===== config.mk =====
export PLATFORM = sky130hd
export DESIGN_NAME = dbg_evt_pktzr
export DESIGN_NICKNAME = d
export VERILOG_FILES = /design/src/rtl/dbg_evt_pkg.sv /design/src/rtl/evt_byte_pairer.sv /design/src/rtl/evt_cfg_latch.sv /design/src/rtl/evt_pkt_framer.sv /design/src/rtl/dbg_evt_pktzr.sv
export SDC_FILE = /design/constraint.sdc
export NUM_CORES = 1
export LEC_CHECK = 0
export BUFFER_PORTS_ARGS = -buffer_cell sky130_fd_sc_hd__buf_2
export CAP_MARGIN = 10
export CORE_MARGIN = 5
export CORE_UTILIZATION = 60
export DETAILED_ROUTE_END_ITERATION = 10
export HOLD_SLACK_MARGIN = 0.12
export PLACE_DENSITY_LB_ADDON = 0.2
export SLEW_MARGIN = 15
export SYNTH_ARGS = -nofsm -noshare
export SYNTH_HDL_FRONTEND = slang
export SYNTH_SLANG_ARGS = --single-unit

===== constraint.sdc =====
create_clock -name clk_i -period 3.7 [get_ports clk_i]
set_input_delay 0.37 -clock clk_i [delete_from_list [all_inputs] [get_ports clk_i]]
set_output_delay 0.37 -clock clk_i [all_outputs]
set_load 0.05 [all_outputs]

===== src/rtl/dbg_evt_pkg.sv =====
package dbg_evt_pkg;
  localparam int BYTE_W    = 8;
  localparam int WORD_W    = 16;
  localparam int HDR_WORDS = 3;
  localparam int TYPE_W    = 2;
  localparam int SUBTYPE_W = 4;

  localparam logic [TYPE_W-1:0]    EVT_TYPE_EVENT = 2'b10;
  localparam logic [SUBTYPE_W-1:0] EVT_SUBTYPE    = '0;

  typedef enum logic [2:0] {
    ST_IDLE,
    ST_DST,
    ST_SRC,
    ST_FLG,
    ST_PAY
  } frm_state_e;

  function automatic logic [WORD_W-1:0] flags_word();
    return {EVT_TYPE_EVENT, EVT_SUBTYPE, {(WORD_W-TYPE_W-SUBTYPE_W){1'b0}}};
  endfunction
endpackage


===== src/rtl/evt_byte_pairer.sv =====
module evt_byte_pairer
  import dbg_evt_pkg::*;
(
  input  logic              clk_i,
  input  logic              rst_ni,
  input  logic              byte_valid_i,
  input  logic [BYTE_W-1:0] byte_i,
  input  logic              byte_last_i,
  output logic              byte_ready_o,
  output logic              word_valid_o,
  output logic [WORD_W-1:0] word_o,
  output logic              word_last_o,
  input  logic              word_ready_i
);
  logic [BYTE_W-1:0] hi_q;
  logic              hi_vld_q;
  logic [WORD_W-1:0] word_q;
  logic              word_vld_q;
  logic              word_last_q;
  logic              acc;
  logic              emit;

  // Slot frees in the same cycle it drains
  assign byte_ready_o = !word_vld_q || word_ready_i;
  assign acc          = byte_valid_i && byte_ready_o;
  assign emit         = acc && (hi_vld_q || byte_last_i);

  always_ff @(posedge clk_i or negedge rst_ni) begin
    if (!rst_ni) begin
      hi_q        <= '0;
      hi_vld_q    <= 1'b0;
      word_q      <= '0;
      word_vld_q  <= 1'b0;
      word_last_q <= 1'b0;
    end else begin
      if (acc) begin
        if (hi_vld_q) begin
          hi_vld_q <= 1'b0;
        end else if (!byte_last_i) begin
          hi_q     <= byte_i;
          hi_vld_q <= 1'b1;
        end
      end
      if (emit) begin
        word_q      <= hi_vld_q ? {hi_q, byte_i} : {byte_i, {BYTE_W{1'b0}}};
        word_last_q <= byte_last_i;
        word_vld_q  <= 1'b1;
      end else if (word_ready_i) begin
        word_vld_q  <= 1'b0;
      end
    end
  end

  assign word_valid_o = word_vld_q;
  assign word_o       = word_q;
  assign word_last_o  = word_last_q;
endmodule


===== src/rtl/evt_cfg_latch.sv =====
module evt_cfg_latch
  import dbg_evt_pkg::*;
#(
  parameter int PKT_LEN_W = 8
) (
  input  logic                 clk_i,
  input  logic                 rst_ni,
  input  logic                 start_i,
  input  logic [PKT_LEN_W-1:0] max_pkt_len_i,
  input  logic [WORD_W-1:0]    dest_i,
  input  logic [WORD_W-1:0]    src_i,
  output logic [WORD_W-1:0]    dest_o,
  output logic [WORD_W-1:0]    src_o,
  output logic [PKT_LEN_W-1:0] pay_max_o
);
  localparam logic [PKT_LEN_W-1:0] MIN_LEN = PKT_LEN_W'(HDR_WORDS + 1);
  localparam logic [PKT_LEN_W-1:0] HDR_LEN = PKT_LEN_W'(HDR_WORDS);

  logic [PKT_LEN_W-1:0] pay_max_d;

  // Clamp so at least one payload word fits
  assign pay_max_d = (max_pkt_len_i < MIN_LEN) ? PKT_LEN_W'(1) : max_pkt_len_i - HDR_LEN;

  always_ff @(posedge clk_i or negedge rst_ni) begin
    if (!rst_ni) begin
      dest_o    <= '0;
      src_o     <= '0;
      pay_max_o <= PKT_LEN_W'(1);
    end else if (start_i) begin
      dest_o    <= dest_i;
      src_o     <= src_i;
      pay_max_o <= pay_max_d;
    end
  end
endmodule


===== src/rtl/evt_pkt_framer.sv =====
module evt_pkt_framer
  import dbg_evt_pkg::*;
#(
  parameter int PKT_LEN_W = 8
) (
  input  logic                 clk_i,
  input  logic                 rst_ni,
  input  logic                 word_valid_i,
  input  logic [WORD_W-1:0]    word_i,
  input  logic                 word_last_i,
  output logic                 word_ready_o,
  output logic                 start_o,
  input  logic [WORD_W-1:0]    dest_i,
  input  logic [WORD_W-1:0]    src_i,
  input  logic [PKT_LEN_W-1:0] pay_max_i,
  output logic                 out_valid_o,
  output logic [WORD_W-1:0]    out_data_o,
  output logic                 out_last_o,
  input  logic                 out_ready_i
);
  frm_state_e           state_q;
  logic [PKT_LEN_W-1:0] cnt_q;
  logic                 in_xfer_q;
  logic                 fire;
  logic                 chunk_full;

  assign chunk_full = (cnt_q == pay_max_i - PKT_LEN_W'(1));
  assign start_o    = (state_q == ST_IDLE) && word_valid_i && !in_xfer_q;
  assign fire       = out_valid_o && out_ready_i;

  always_comb begin
    out_valid_o  = 1'b0;
    out_data_o   = '0;
    out_last_o   = 1'b0;
    word_ready_o = 1'b0;
    unique case (state_q)
      ST_DST: begin
        out_valid_o = 1'b1;
        out_data_o  = dest_i;
      end
      ST_SRC: begin
        out_valid_o = 1'b1;
        out_data_o  = src_i;
      end
      ST_FLG: begin
        out_valid_o = 1'b1;
        out_data_o  = flags_word();
      end
      ST_PAY: begin
        out_valid_o  = word_valid_i;
        out_data_o   = word_i;
        out_last_o   = word_valid_i && (word_last_i || chunk_full);
        word_ready_o = out_ready_i;
      end
      default: ;
    endcase
  end

  always_ff @(posedge clk_i or negedge rst_ni) begin
    if (!rst_ni) begin
      state_q   <= ST_IDLE;
      cnt_q     <= '0;
      in_xfer_q <= 1'b0;
    end else begin
      unique case (state_q)
        ST_IDLE: if (word_valid_i) begin
          state_q   <= ST_DST;
          cnt_q     <= '0;
          in_xfer_q <= 1'b1;
        end
        ST_DST: if (fire) state_q <= ST_SRC;
        ST_SRC: if (fire) state_q <= ST_FLG;
        ST_FLG: if (fire) state_q <= ST_PAY;
        ST_PAY: if (fire) begin
          cnt_q <= cnt_q + PKT_LEN_W'(1);
          if (out_last_o) begin
            state_q <= ST_IDLE;
            if (word_last_i) in_xfer_q <= 1'b0;
          end
        end
        default: state_q <= ST_IDLE;
      endcase
    end
  end
endmodule


===== src/rtl/dbg_evt_pktzr.sv =====
module dbg_evt_pktzr
  import dbg_evt_pkg::*;
#(
  parameter int PKT_LEN_W = 8
) (
  input  logic                 clk_i,
  input  logic                 rst_ni,
  input  logic [PKT_LEN_W-1:0] max_pkt_len_i,
  input  logic [15:0]          dest_i,
  input  logic [15:0]          src_i,
  input  logic                 in_valid_i,
  input  logic [7:0]           in_data_i,
  input  logic                 in_last_i,
  output logic                 in_ready_o,
  output logic                 out_valid_o,
  output logic [15:0]          out_data_o,
  output logic                 out_last_o,
  input  logic                 out_ready_i
);
  logic                 word_valid;
  logic [WORD_W-1:0]    word;
  logic                 word_last;
  logic                 word_ready;
  logic                 start;
  logic [WORD_W-1:0]    dest_q;
  logic [WORD_W-1:0]    src_q;
  logic [PKT_LEN_W-1:0] pay_max;

  evt_byte_pairer u_pair (
    .clk_i        (clk_i),
    .rst_ni       (rst_ni),
    .byte_valid_i (in_valid_i),
    .byte_i       (in_data_i),
    .byte_last_i  (in_last_i),
    .byte_ready_o (in_ready_o),
    .word_valid_o (word_valid),
    .word_o       (word),
    .word_last_o  (word_last),
    .word_ready_i (word_ready)
  );

  evt_cfg_latch #(.PKT_LEN_W(PKT_LEN_W)) u_cfg (
    .clk_i         (clk_i),
    .rst_ni        (rst_ni),
    .start_i       (start),
    .max_pkt_len_i (max_pkt_len_i),
    .dest_i        (dest_i),
    .src_i         (src_i),
    .dest_o        (dest_q),
    .src_o         (src_q),
    .pay_max_o     (pay_max)
  );

  evt_pkt_framer #(.PKT_LEN_W(PKT_LEN_W)) u_frm (
    .clk_i        (clk_i),
    .rst_ni       (rst_ni),
    .word_valid_i (word_valid),
    .word_i       (word),
    .word_last_i  (word_last),
    .word_ready_o (word_ready),
    .start_o      (start),
    .dest_i       (dest_q),
    .src_i        (src_q),
    .pay_max_i    (pay_max),
    .out_valid_o  (out_valid_o),
    .out_data_o   (out_data_o),
    .out_last_o   (out_last_o),
    .out_ready_i  (out_ready_i)
  );
endmodule


# Yosys cells after proc, flatten, opt, wreduce, memory -nomap -nowiden
# Cells that the tools add are included.
dict set report op_classes {
  reduce_logical 19
  order_cmp 1
  muxes 25
  n_eq_ne 12
  n_addsub 3
  bitwise 2
}
# op n
set ops {}
lappend ops {{$pmux W16 S4} 1}
lappend ops {{$mux W8} 3}
lappend ops {{$mux W3} 6}
lappend ops {{$mux W16} 1}
lappend ops {{$pmux W8 S2} 1}
lappend ops {{$pmux W3 S5} 1}
lappend ops {{$mux W1} 10}
lappend ops {{$add A8 B1 Y8 const B} 1}
lappend ops {{$eq A8 B8 Y1} 1}
lappend ops {{$lt A8 B3 Y1 const B} 1}
lappend ops {{$ne A2 B1 Y1 const B} 4}
lappend ops {{$sub A8 B1 Y8 const B} 1}
lappend ops {{$sub A8 B2 Y8 const B} 1}
lappend ops {{$eq A3 B2 Y1 const B} 2}
lappend ops {{$logic_and A1 B1 Y1} 6}
lappend ops {{$ne A2 B2 Y1 const B} 3}
lappend ops {{$reduce_and A3 Y1} 2}
lappend ops {{$reduce_and A6 Y1} 1}
lappend ops {{$reduce_and A5 Y1} 1}
lappend ops {{$pmux W1 S2} 2}
lappend ops {{$reduce_bool A2 Y1} 2}
lappend ops {{$eq A3 B1 Y1 const B} 1}
lappend ops {{$eq A3 B3 Y1 const B} 1}
lappend ops {{$logic_not A3 Y1} 1}
lappend ops {{other kinds (4)} 8}
dict set report totals {
  wordCells 73
  output_inout_bits 19
  regBits 79
}

# Depth between registers and ports, before layout
# Gate-level depths: netlist (run 1).
dict set report depth {
  word_depth 8
  depth_mapped 7
}

# Modules after synthesis
# A second synthesis (run 1) with hierarchy kept.
dict set report hier_totals {
  cells_unflattened 349
  hier_area_um2 3965.1
}
# mod cells_per_inst n_inst seq_area_each_um2 area_per_inst_um2
set modules_own_cells {}
lappend modules_own_cells {evt_cfg_latch 111 1 1002.2 1597.8}
lappend modules_own_cells {evt_pkt_framer 165 1 300.3 1227.4}
lappend modules_own_cells {evt_byte_pairer 73 1 675.6 1139.8}

# Worst setup path before layout (run 1)
# No wires, ideal clock.
dict set report synth_timing {
  path_kind {register to output}
  start {register u_cfg.pay_max_o[1]}
  end {output out_last_o}
  arrival_time_ps 2429
  n_path_buf 0
  path_stages_with_launch 6
  path_slack_ps 901
  cell_sequence {dfrtp_1 > or4_1 > nor2_1 > xnor2_1 > or4_1 > o22ai_1}
}
dict set report synth_via {
  elab_chain_cells 5
}
# element line_no
set synth_lines {}
lappend synth_lines {{from (decl)} evt_cfg_latch.sv:14} ;# output logic [PKT_LEN_W-1:0] pay_max_o
lappend synth_lines {{from (signal assigned)} evt_cfg_latch.sv:32} ;# pay_max_o <= pay_max_d;
lappend synth_lines {{$sub A8 B1 Y8} evt_pkt_framer.sv:27} ;# assign chunk_full = (cnt_q == pay_max_i - PKT_LEN_W'(1));
lappend synth_lines {{$eq A8 B8 Y1} evt_pkt_framer.sv:27}
lappend synth_lines {{$logic_or A1 B1 Y1} evt_pkt_framer.sv:52} ;# out_last_o = word_valid_i && (word_last_i || chunk_full);
lappend synth_lines {{$logic_and A1 B1 Y1} evt_pkt_framer.sv:52}
lappend synth_lines {{$mux W1} evt_pkt_framer.sv:36} ;# unique case (state_q)
lappend synth_lines {{to (decl)} dbg_evt_pktzr.sv:17} ;# output logic out_last_o,
# Every way passes these cells.

# Worst setup path in the final report (run 1)
dict set report layout_timing {
  start {register u_frm.state_q[2]}
  end {output out_data_o[7]}
}
dict set report layout_via {
  elab_chain_cells 2
}
# element line_no
set layout_lines {}
lappend layout_lines {{from (decl)} evt_pkt_framer.sv:21} ;# frm_state_e state_q;
lappend layout_lines {{from (signal assigned)} evt_pkt_framer.sv:61} ;# state_q <= ST_IDLE;
lappend layout_lines {{from (signal assigned)} evt_pkt_framer.sv:67} ;# state_q <= ST_DST;
lappend layout_lines {{from (signal assigned)} evt_pkt_framer.sv:71} ;# ST_DST: if (fire) state_q <= ST_SRC;
lappend layout_lines {{$eq A3 B3 Y1 (tied with other cells)} evt_pkt_framer.sv:36}
lappend layout_lines {{$pmux W16 S4 *} evt_pkt_framer.sv:36}
lappend layout_lines {{to (decl)} dbg_evt_pktzr.sv:16} ;# output logic [15:0] out_data_o,
# Every way passes the cells marked *; elsewhere a longest branch is shown, timed or not.

==> results of run 1 <==
==> stage by stage <==
stage                     instance area, sq um  cells  setup WS, ns
after floorplan                           3910    424         0.901
after global placement                    4300    553          1.21
after detailed placement                  4300    553          1.17
after CTS                                 4500    569         0.747
after global routing                      4500    569         0.440
final                                     4500    569         0.688
==> worst max path at each step <==
stage	from	to	slack (ns)
global placement	u_cfg.pay_max_o[1]$_DFFE_PN0P_	out_last_o	1.21
CTS	u_frm.state_q[2]$_DFFE_PN0P_	out_data_o[7]	0.75
finish	u_frm.state_q[2]$_DFFE_PN0P_	out_data_o[7]	0.69
floorplan	u_cfg.pay_max_o[1]$_DFFE_PN0P_	out_last_o	0.90
global route	u_frm.state_q[2]$_DFFE_PN0P_	out_data_o[7]	0.44
detailed placement	u_frm.state_q[2]$_DFFE_PN0P_	out_data_o[7]	1.17
==> final cells by class <==
type	instances	share of cell area [%]
Multi-Input combinational cell	314	40.1
Timing Repair Buffer	76	8.78
Sequential cell	79	43.9
Clock buffer	9	2.75
Inverter	7	0.584
Clock inverter	7	1.75
Tap cell	77	2.14
==> cell usage after synthesis, drive strengths merged <==
master     n  share of area (%)
nand4      2               0.32
and3       1               0.16
nand3      7               0.90
clkbuf    21                2.0
a21oi      7               0.90
and2b      1               0.19
o2bb2ai    1               0.22
dfrtp     78                 50
or4        3               0.58
xor2       7                1.6
o2111ai    1               0.22
a2111oi    1               0.22
o21a       1               0.19
nand3b     1               0.19
mux2       8                3.1
nor3b      2               0.38
a22o      11                2.5
o22ai      1               0.16
a31oi      3               0.48
nor3       5               0.77
or4b       1               0.26
xnor2     12                2.7
inv        7               0.67
a211o      1               0.22
mux2i     10                2.6
buf        3               0.70
nor4       1               0.16
a31o       2               0.45
dfstp      1               0.67
nand2b     4               0.64
a21o       1               0.19
o211ai     2               0.38
and2       1               0.16
a22oi     16                3.1
o21ai     35                4.8
nor2b      2               0.32
nand2    139                 13
ha         3               0.96
nor2      14                1.3
a311oi     1               0.22
and4       1               0.22
or3b       1               0.29
or3        4               0.64
==> routing by layer <==
layer  part of all wire [%]  vias to the layer above  wire, microns  GRT usage (%)
li1                       -                     1577              -              -
met1                     47                     1574           4230           32.6
met2                     44                      111           3980           32.4
met3                    7.5                       18            684           8.33
met4                    1.9                        0            176           8.06
met5                      0                        -              0              0
==> logic make-up (layout without fill, tap and decap cells) <==
| family | after synthesis | in the layout |
|---|---|---|
| AOI/OAI and AO/OA | 84 | 84 |
| xor gates and xnor gates | 19 | 19 |
| and+or+nand+nor | 190 | 190 |
| DFF | 79 | 79 |
| buffers and inverters | 31 | 99 |
| adders and majority gates | 3 | 3 |
| muxes | 18 | 18 |
==> state kept, by name (all words and copies together) (netlist names) <==
| register | flops |
|---|---|
| u_cfg.dest_o | 16 |
| u_cfg.pay_max_o | 8 |
| u_cfg.src_o | 16 |
| u_frm.cnt_q | 8 |
| u_frm.in_xfer_q | 1 |
| u_frm.state_q | 3 |
| u_pair.hi_q | 8 |
| u_pair.hi_vld_q | 1 |
| u_pair.word_last_o | 1 |
| u_pair.word_o | 16 |
| u_pair.word_valid_o | 1 |
==> critical path, delay by kind of cell (launching register included) <==
family,cells,cell delay (ns)
simple gates,1,0.92
flops,1,0.60
compound gates,2,0.47
buf+inv,1,0.30
==> power by group through the flow <==
stage	clock, mW	sequential (mW)	combinational, mW
floorplan	0	1.45	1.47
global placement	0	1.62	1.71
detailed placement	0	1.63	1.75
CTS	0.665	1.62	1.76
global route	0.709	1.69	1.94
finish	0.653	1.63	1.75
==> metrics, run 1 <==
RR Startpoint u_frm.state_q[2]$_DFFE_PN0P_; Internal Pwr Total 2.19 mW; clock sink count 79; ratio of cells with drive above 1 in the final layout 22.0%; wire per inst 16.0 microns; Core Util, Final 70.9%; Pwr Total 4.04 mW; max-slew violations 0; CP Cell Sequence nor2b_1, a22oi_1, o21ai_0, buf_2; Core ar. 6350 sq um; VDD IR-drop max 0.608 mV; Achievable Freq 332 MHz; Initial Util 61.5%; Simple-Gate Fraction of Synth Area 20.9%; Final Setup Violations 0; Flop pwr share 40.4%; Gate power share 43.5%; reg2reg setup slack 1.15 ns; Synth warnings 0; 1st-iter DRT viols 212; total die area 8230 sq um; CP Max Fanout 19; IO Port Bufs 71; Worst Setup End Kind output pin; # diodes 0; synthesized area 3910 sq um; power share of the clock group 16.2%; first-pass GRT wire length 15.3 mm; FP Rows 29; MaxCap Viol Count 0; Mapped Cells 424; drt drc 0; DR vias 3280; pwr dens 897 nW/um^2; num ports 72; Net Count, Synth 480; multiplexer area fraction after synthesis 5.64%; Num CTS Buffers 9; Total GRT Usage 23.0%; hpwl dp 6.51 mm; routed wire length 9.08 mm; leakage power 2.21 nW; critical path arrival 2.64 ns; Synth Area in XOR/XNOR 4.26%; final hold vios 0; status finished, final reports clean; worst clock skew 0.00972 ns; multi-input logic area 1800 sq um; CTS clock-pin slew for the worst setup and hold paths 0.09 ns; CP Launch Type register; RSZ-0062 raised after global routing false; clk_lat worst skew 0.35 ns; largest net degree at the start of global routing 80; Synth Register Bits 79; commonest non-fill, non-tap cell in the layout nand2_1; slowest CP cell nor2b_1; sequential area share after synthesis 50.6%; Post-CTS Resized 0; NumNets Final 543; critical path class register to output pin; clock root buffer clkbuf_8; period utilization 81.4%; Final min period 3.01 ns; NetSw 1.85 mW; r2r endpoint u_pair.hi_q[2]$_DFFE_PN0P_; largest family of logic cells by synthesized area simple AND/OR/NAND/NOR gates; Worst EP required 3.33 ns; Pre-antenna DRT Iters 5; post-synth cell types 47; routability cong. 0.910; CP max stage delay 0.92 ns; Synth Area in Compound Gates 14.2%; TNS Setup 0 ns; Rel. slew slack 27.9%; routed vias/inst 5.76; Area Growth Syn to Fin 15.2%; Avg Cell Area, Syn 9.22 sq um; CTS Buffer Depth 2; Sw Ratio 45.8%; initial antenna violation count 0; grt total ovfl 0; Tightest Hold Check Type input pin to async pin; Fillers 476; Die Y 90.7 microns; Synth Area in Adders 0.961%; r2r worst-path depth 5; number of global-route vias before repair 3215; post-route ant nets 0; commonest non-fill, non-tap cells in the layout nand2_1 (138), dfrtp_1 (78), buf_2 (70); Post-CTS Hold Buffers 0; flip-flop and latch area 1980 sq um; Worst-Margin Slew 1.08 ns; H-tree depth 3; Die X 90.7 microns; Hold WS 0.170 ns; Post CTS Setup Buffer Count 0; CTS tree done
No activity file was read; power rests on OpenSTA's default activity.
==> run 2, diff against run 1 <==
--- a/config.mk
+++ b/config.mk
@@ -8,7 +8,7 @@
 export BUFFER_PORTS_ARGS = -buffer_cell sky130_fd_sc_hd__buf_2
 export CAP_MARGIN = 10
 export CORE_MARGIN = 5
-export CORE_UTILIZATION = 60
+export CORE_UTILIZATION = 50
 export DETAILED_ROUTE_END_ITERATION = 10
 export HOLD_SLACK_MARGIN = 0.12
 export PLACE_DENSITY_LB_ADDON = 0.2
==> constraint.sdc (replaced) <==
create_clock -name clk_i -period 2.5 [get_ports clk_i]
set_input_delay 0.25 -clock clk_i [delete_from_list [all_inputs] [get_ports clk_i]]
set_output_delay 0.25 -clock clk_i [all_outputs]
set_load 0.05 [all_outputs]
==> metrics, run 2 (same netlist as run 1, synthesis figures left out) <==
NumNets Final 586; post-route cell area 4990 sq um; Cell Area, Placed 4370 sq um; Pwr Total 6.18 mW; Total GRT Usage 21.0%; FP Rows 32; # diodes 0; commonest non-fill, non-tap cell in the layout nand2_1; H-tree depth 3; Final min period 2.55 ns; wire per inst 15.3 microns; Pre-antenna DRT Iters 4; Rel. slew slack 35.2%; Worst Setup End Kind output pin; CTS Buffer Depth 2; max-slew violations 0; Initial Util 50.8%; hpwl dp 6.52 mm; clock root buffer clkbuf_8; critical path class register to output pin; MaxCap Viol Count 0; total die area 9680 sq um; commonest non-fill, non-tap cells in the layout nand2_1 (138), dfrtp_1 (78), buf_2 (69); Worst-Margin Slew 0.972 ns; VDD IR-drop max 0.641 mV; routed vias/inst 5.28; IO Port Bufs 71; leakage power 2.40 nW; Worst EP required 2.25 ns; Tightest Hold Check Type input pin to register; DR vias 3361; number of global-route vias before repair 3285; first-pass GRT wire length 16.4 mm; period utilization 102%; 1st-iter DRT viols 177; min setup slack post-route -0.0539 ns; Core Util, Final 64.9%; num ports 72; Core ar. 7690 sq um; routed wire length 9.76 mm; grt total ovfl 0; CTS clock-pin slew for the worst setup and hold paths 0.09 ns; Achievable Freq 392 MHz; final hold vios 0; critical path arrival 2.30 ns; clk_lat worst skew 0.36 ns; Final Setup Violations 1; CTS tree done; RSZ-0062 raised after global routing true; clock sink count 79; status complete, but fails checks; violated checks setup timing; CP Max Fanout 2; pwr dens 1240 nW/um^2; Die Y 98.4 microns; reg2reg setup slack 0.28 ns; drt drc 0; post-route ant nets 0; worst clock skew 0.0143 ns; Area Growth Syn to Fin 27.6%; ratio of cells with drive above 1 in the final layout 23.4%; largest net degree at the start of global routing 80; Die X 98.4 microns; routability cong. 0.828; Num CTS Buffers 9; CP Launch Type register; initial antenna violation count 0
[run 2: cell type report]
class | count | area, sq um
inverters | 7 | 26.3
well taps | 102 | 128
fillers | 653 | 2700
flip-flops and latches | 79 | 1980
repair buffers | 119 | 810
clock buffers | 10 | 138
multi-input cells | 314 | 1860
clock inverters | 6 | 51.3
[run 2: through the flow]
| stage | hold WS, ns | setup WS [ns] | std cells | setup TNS [ns] |
|---|---|---|---|---|
| floorplan | -0.0456 | 0.137 | 424 | 0 |
| global placement | 0.437 | 0.150 | 582 | 0 |
| detailed placement | 0.444 | 0.126 | 582 | 0 |
| CTS | 0.128 | -0.0841 | 635 | -0.0841 |
| global route | 0.128 | -0.151 | 637 | -0.151 |
| finish | 0.141 | -0.0539 | 637 | -0.0539 |
[run 2: worst paths after layout]
check                                               startpoint                             end  depth (start not counted)
max in group asynchronous                               rst_ni  u_cfg.pay_max_o[6]$_DFFE_PN0P_                          2
worst min-delay path                              in_data_i[0]    u_pair.word_o[0]$_DFFE_PN0P_                          2
min in group asynchronous                               rst_ni    u_frm.state_q[1]$_DFFE_PN0P_                          2
worst max-delay path            u_cfg.pay_max_o[0]$_DFFE_PN1P_                      out_last_o                          7
worst max register to register    u_frm.state_q[0]$_DFFE_PN0P_      u_pair.hi_q[3]$_DFFE_PN0P_                          5
worst min register to register     u_cfg.src_o[15]$_DFFE_PN0P_     u_cfg.src_o[15]$_DFFE_PN0P_                          2
[run 2: power breakdown]
group,switching [mW],internal [mW]
Clock,0.500,0.402
Combinational,1.88,1.08
Sequential,0.464,1.85
[run 2: critical path, stage by stage (launching register included)]
cell and delay [ns]:
dfstp_2 0.55, inv_2 0.05, ha_4 0.25, xor2_1 0.14, nand3_1 0.09, or4_4 0.57, o22ai_4 0.12, buf_6 0.18
[run 2: what timing repair did]
item / CTS / global route
hold endpoints to repair: 111 / 0
hold buffers: 34 / 0
setup buffers: 3 / 2
resized for setup: 6 / 5
endpoints found under the setup margin: 1 / 1
pin swaps: 4 / 4
[run 2: metal layers]
metal  wire length (microns)  up-vias  GRT usage [%]
li1                        -     1660              -
met1                    4730     1588           31.2
met2                    4330      103           30.5
met3                     596       10           4.14
met4                     100        0           7.56
met5                       0        -              0
==> run 3, diff against run 2 <==
==> constraint.sdc (replaced) <==
create_clock -name clk_i -period 2.5 [get_ports clk_i]
set_input_delay 0.75 -clock clk_i [delete_from_list [all_inputs] [get_ports clk_i]]
set_output_delay 0.75 -clock clk_i [all_outputs]
set_load 0.05 [all_outputs]
==> metrics, run 3 (same netlist as run 1, synthesis figures left out) <==
Total GRT Usage 20.8%; period utilization 122%; IO Port Bufs 71; critical path class register to output pin; initial antenna violation count 0; Worst-Margin Slew 0.496 ns; Tightest Hold Check Type input pin to async pin; Fillers 621; 1st-iter DRT viols 178; commonest non-fill, non-tap cell in the layout nand2_1; routed vias/inst 5.28; clock sink count 79; Core ar. 7690 sq um; Worst Setup End Kind output pin; Die X 98.4 microns; routed wire length 10.1 mm; status complete, but fails checks; Achievable Freq 328 MHz; FP Rows 32; CP Cell Sequence inv_2, ha_4, xor2_1, nand3_1, or4_4, o22ai_4, buf_6; min setup slack post-route -0.546 ns; Hold WS 0.218 ns; CP max stage delay 0.56 ns; # diodes 0; CTS Buffer Depth 2; CTS tree done; Num CTS Buffers 9; total die area 9680 sq um; CTS clock-pin slew for the worst setup and hold paths 0.09 ns; final hold vios 0; DR vias 3313; violated checks setup timing; slowest CP cell dfstp_2; RSZ-0062 raised after global routing true; H-tree depth 3; TNS Setup -0.556 ns; max-slew violations 0; Initial Util 50.8%; post-route ant nets 0; VDD IR-drop max 0.615 mV; largest net degree at the start of global routing 45; wire per inst 16.1 microns; NumNets Final 576; Area Growth Syn to Fin 34.0%; leakage power 2.46 nW; CP Launch Type register; Final Setup Violations 2; clk_lat worst skew 0.36 ns; hpwl dp 7.07 mm; Rel. slew slack 66.1%; first-pass GRT wire length 16.0 mm; Worst EP required 1.75 ns; Final min period 3.05 ns; ratio of cells with drive above 1 in the final layout 36.0%; MaxCap Viol Count 0; critical path arrival 2.30 ns; number of global-route vias before repair 3222; Die Y 98.4 microns; worst clock skew 0.00811 ns; num ports 72; commonest non-fill, non-tap cells in the layout nand2_1 (134), dfrtp_1 (75), buf_2 (52); clock root buffer clkbuf_8; CP Max Fanout 3; pwr dens 1370 nW/um^2; drt drc 0; Pre-antenna DRT Iters 4; Post-CTS Hold Buffers 0; routability cong. 0.877; grt total ovfl 0
## run 3: changes by cell type in the layout (fill, tap and decap cells not counted), moves of 9 or more
| cell | before | now |
|---|---|---|
| dlygate4sd3_1 | 34 | 0 |
| buf_6 | 1 | 25 |
| buf_2 | 69 | 52 |
| a22oi_1 | 16 | 1 |
| a22oi_2 | 0 | 15 |
| buf_4 | 15 | 30 |
| o21ai_4 | 1 | 11 |
| o21ai_1 | 10 | 1 |
## run 3: report_power, final
group | total [mW] | internal (mW) | switching (mW) | leakage, nW
registers | 2.37 | 1.86 | 0.508 | 0.973
clock network | 0.923 | 0.394 | 0.528 | 0.101
logic | 3.89 | 1.66 | 2.23 | 1.39
## run 3: final timing paths
check | cells past startpoint | slack, ns | startpoint | to
worst max-delay path | 7 | -0.55 | u_cfg.pay_max_o[0]$_DFFE_PN1P_ | out_last_o
worst min-delay path | 1 | 0.22 | rst_ni | u_frm.cnt_q[6]$_DFFE_PN0P_
worst max register to register | 7 | 0.05 | u_frm.state_q[0]$_DFFE_PN0P_ | u_pair.hi_q[7]$_DFFE_PN0P_
worst min register to register | 2 | 0.49 | u_cfg.src_o[3]$_DFFE_PN0P_ | u_cfg.src_o[3]$_DFFE_PN0P_
max in group asynchronous | 2 | 1.73 | rst_ni | u_cfg.src_o[1]$_DFFE_PN0P_
min in group clk_i | 2 | 0.49 | u_cfg.src_o[3]$_DFFE_PN0P_ | u_cfg.src_o[3]$_DFFE_PN0P_
## run 3: critical path: cells and delay by family, from the launching register on
kind,cells,cell delay [ns]
AOI/OAI and AO/OA,1,0.11
xor gates and xnor gates,1,0.14
adders and majority gates,1,0.26
buffers and inverters,2,0.24
DFF,1,0.56
and+or+nand+nor,2,0.64
## run 3: final cells by class
class	count	area (sq um)	area share, %
Inverter	7	26.3	0.502
Tap cell	102	128	2.44
Clock buffer	9	124	2.37
Clock inverter	7	73.8	1.41
Sequential cell	79	1980	37.9
Timing Repair Buffer	109	802	15.3
Multi-Input combinational cell	314	2100	40.1
## run 3: per-stage QoR
stage	setup WS [ns]	total power [mW]	std cells	cell area [sq um]	utilization (%)
final	-0.546	7.18	627	5240	68.1
after global routing	-0.627	7.65	627	5240	68.1
after CTS	-0.586	6.67	615	4970	64.6
after detailed placement	-0.374	5.46	598	4620	60.1
after global placement	-0.358	5.38	598	4620	60.1
after floorplan	-0.280	4.56	424	4030	-
## run 3: layer usage
layer / wire length [microns] / share of wire (%) / GRT usage, % / vias up
met5: 0 / 0 / 0 / -
met4: 136 / 1.3 / 5.25 / 0
met3: 636 / 6.3 / 6.21 / 14
met2: 4720 / 47 / 30.9 / 85
met1: 4580 / 45 / 29.8 / 1576
li1: - / - / - / 1638
## run 3: timing repair
item                                   CTS  global route
setup endpoints to repair               17            18
gates resized for setup                 39            58
endpoints found under the hold margin    0             0
cloned                                   0             3
pin swaps                                6            12
setup buffers                            1             9
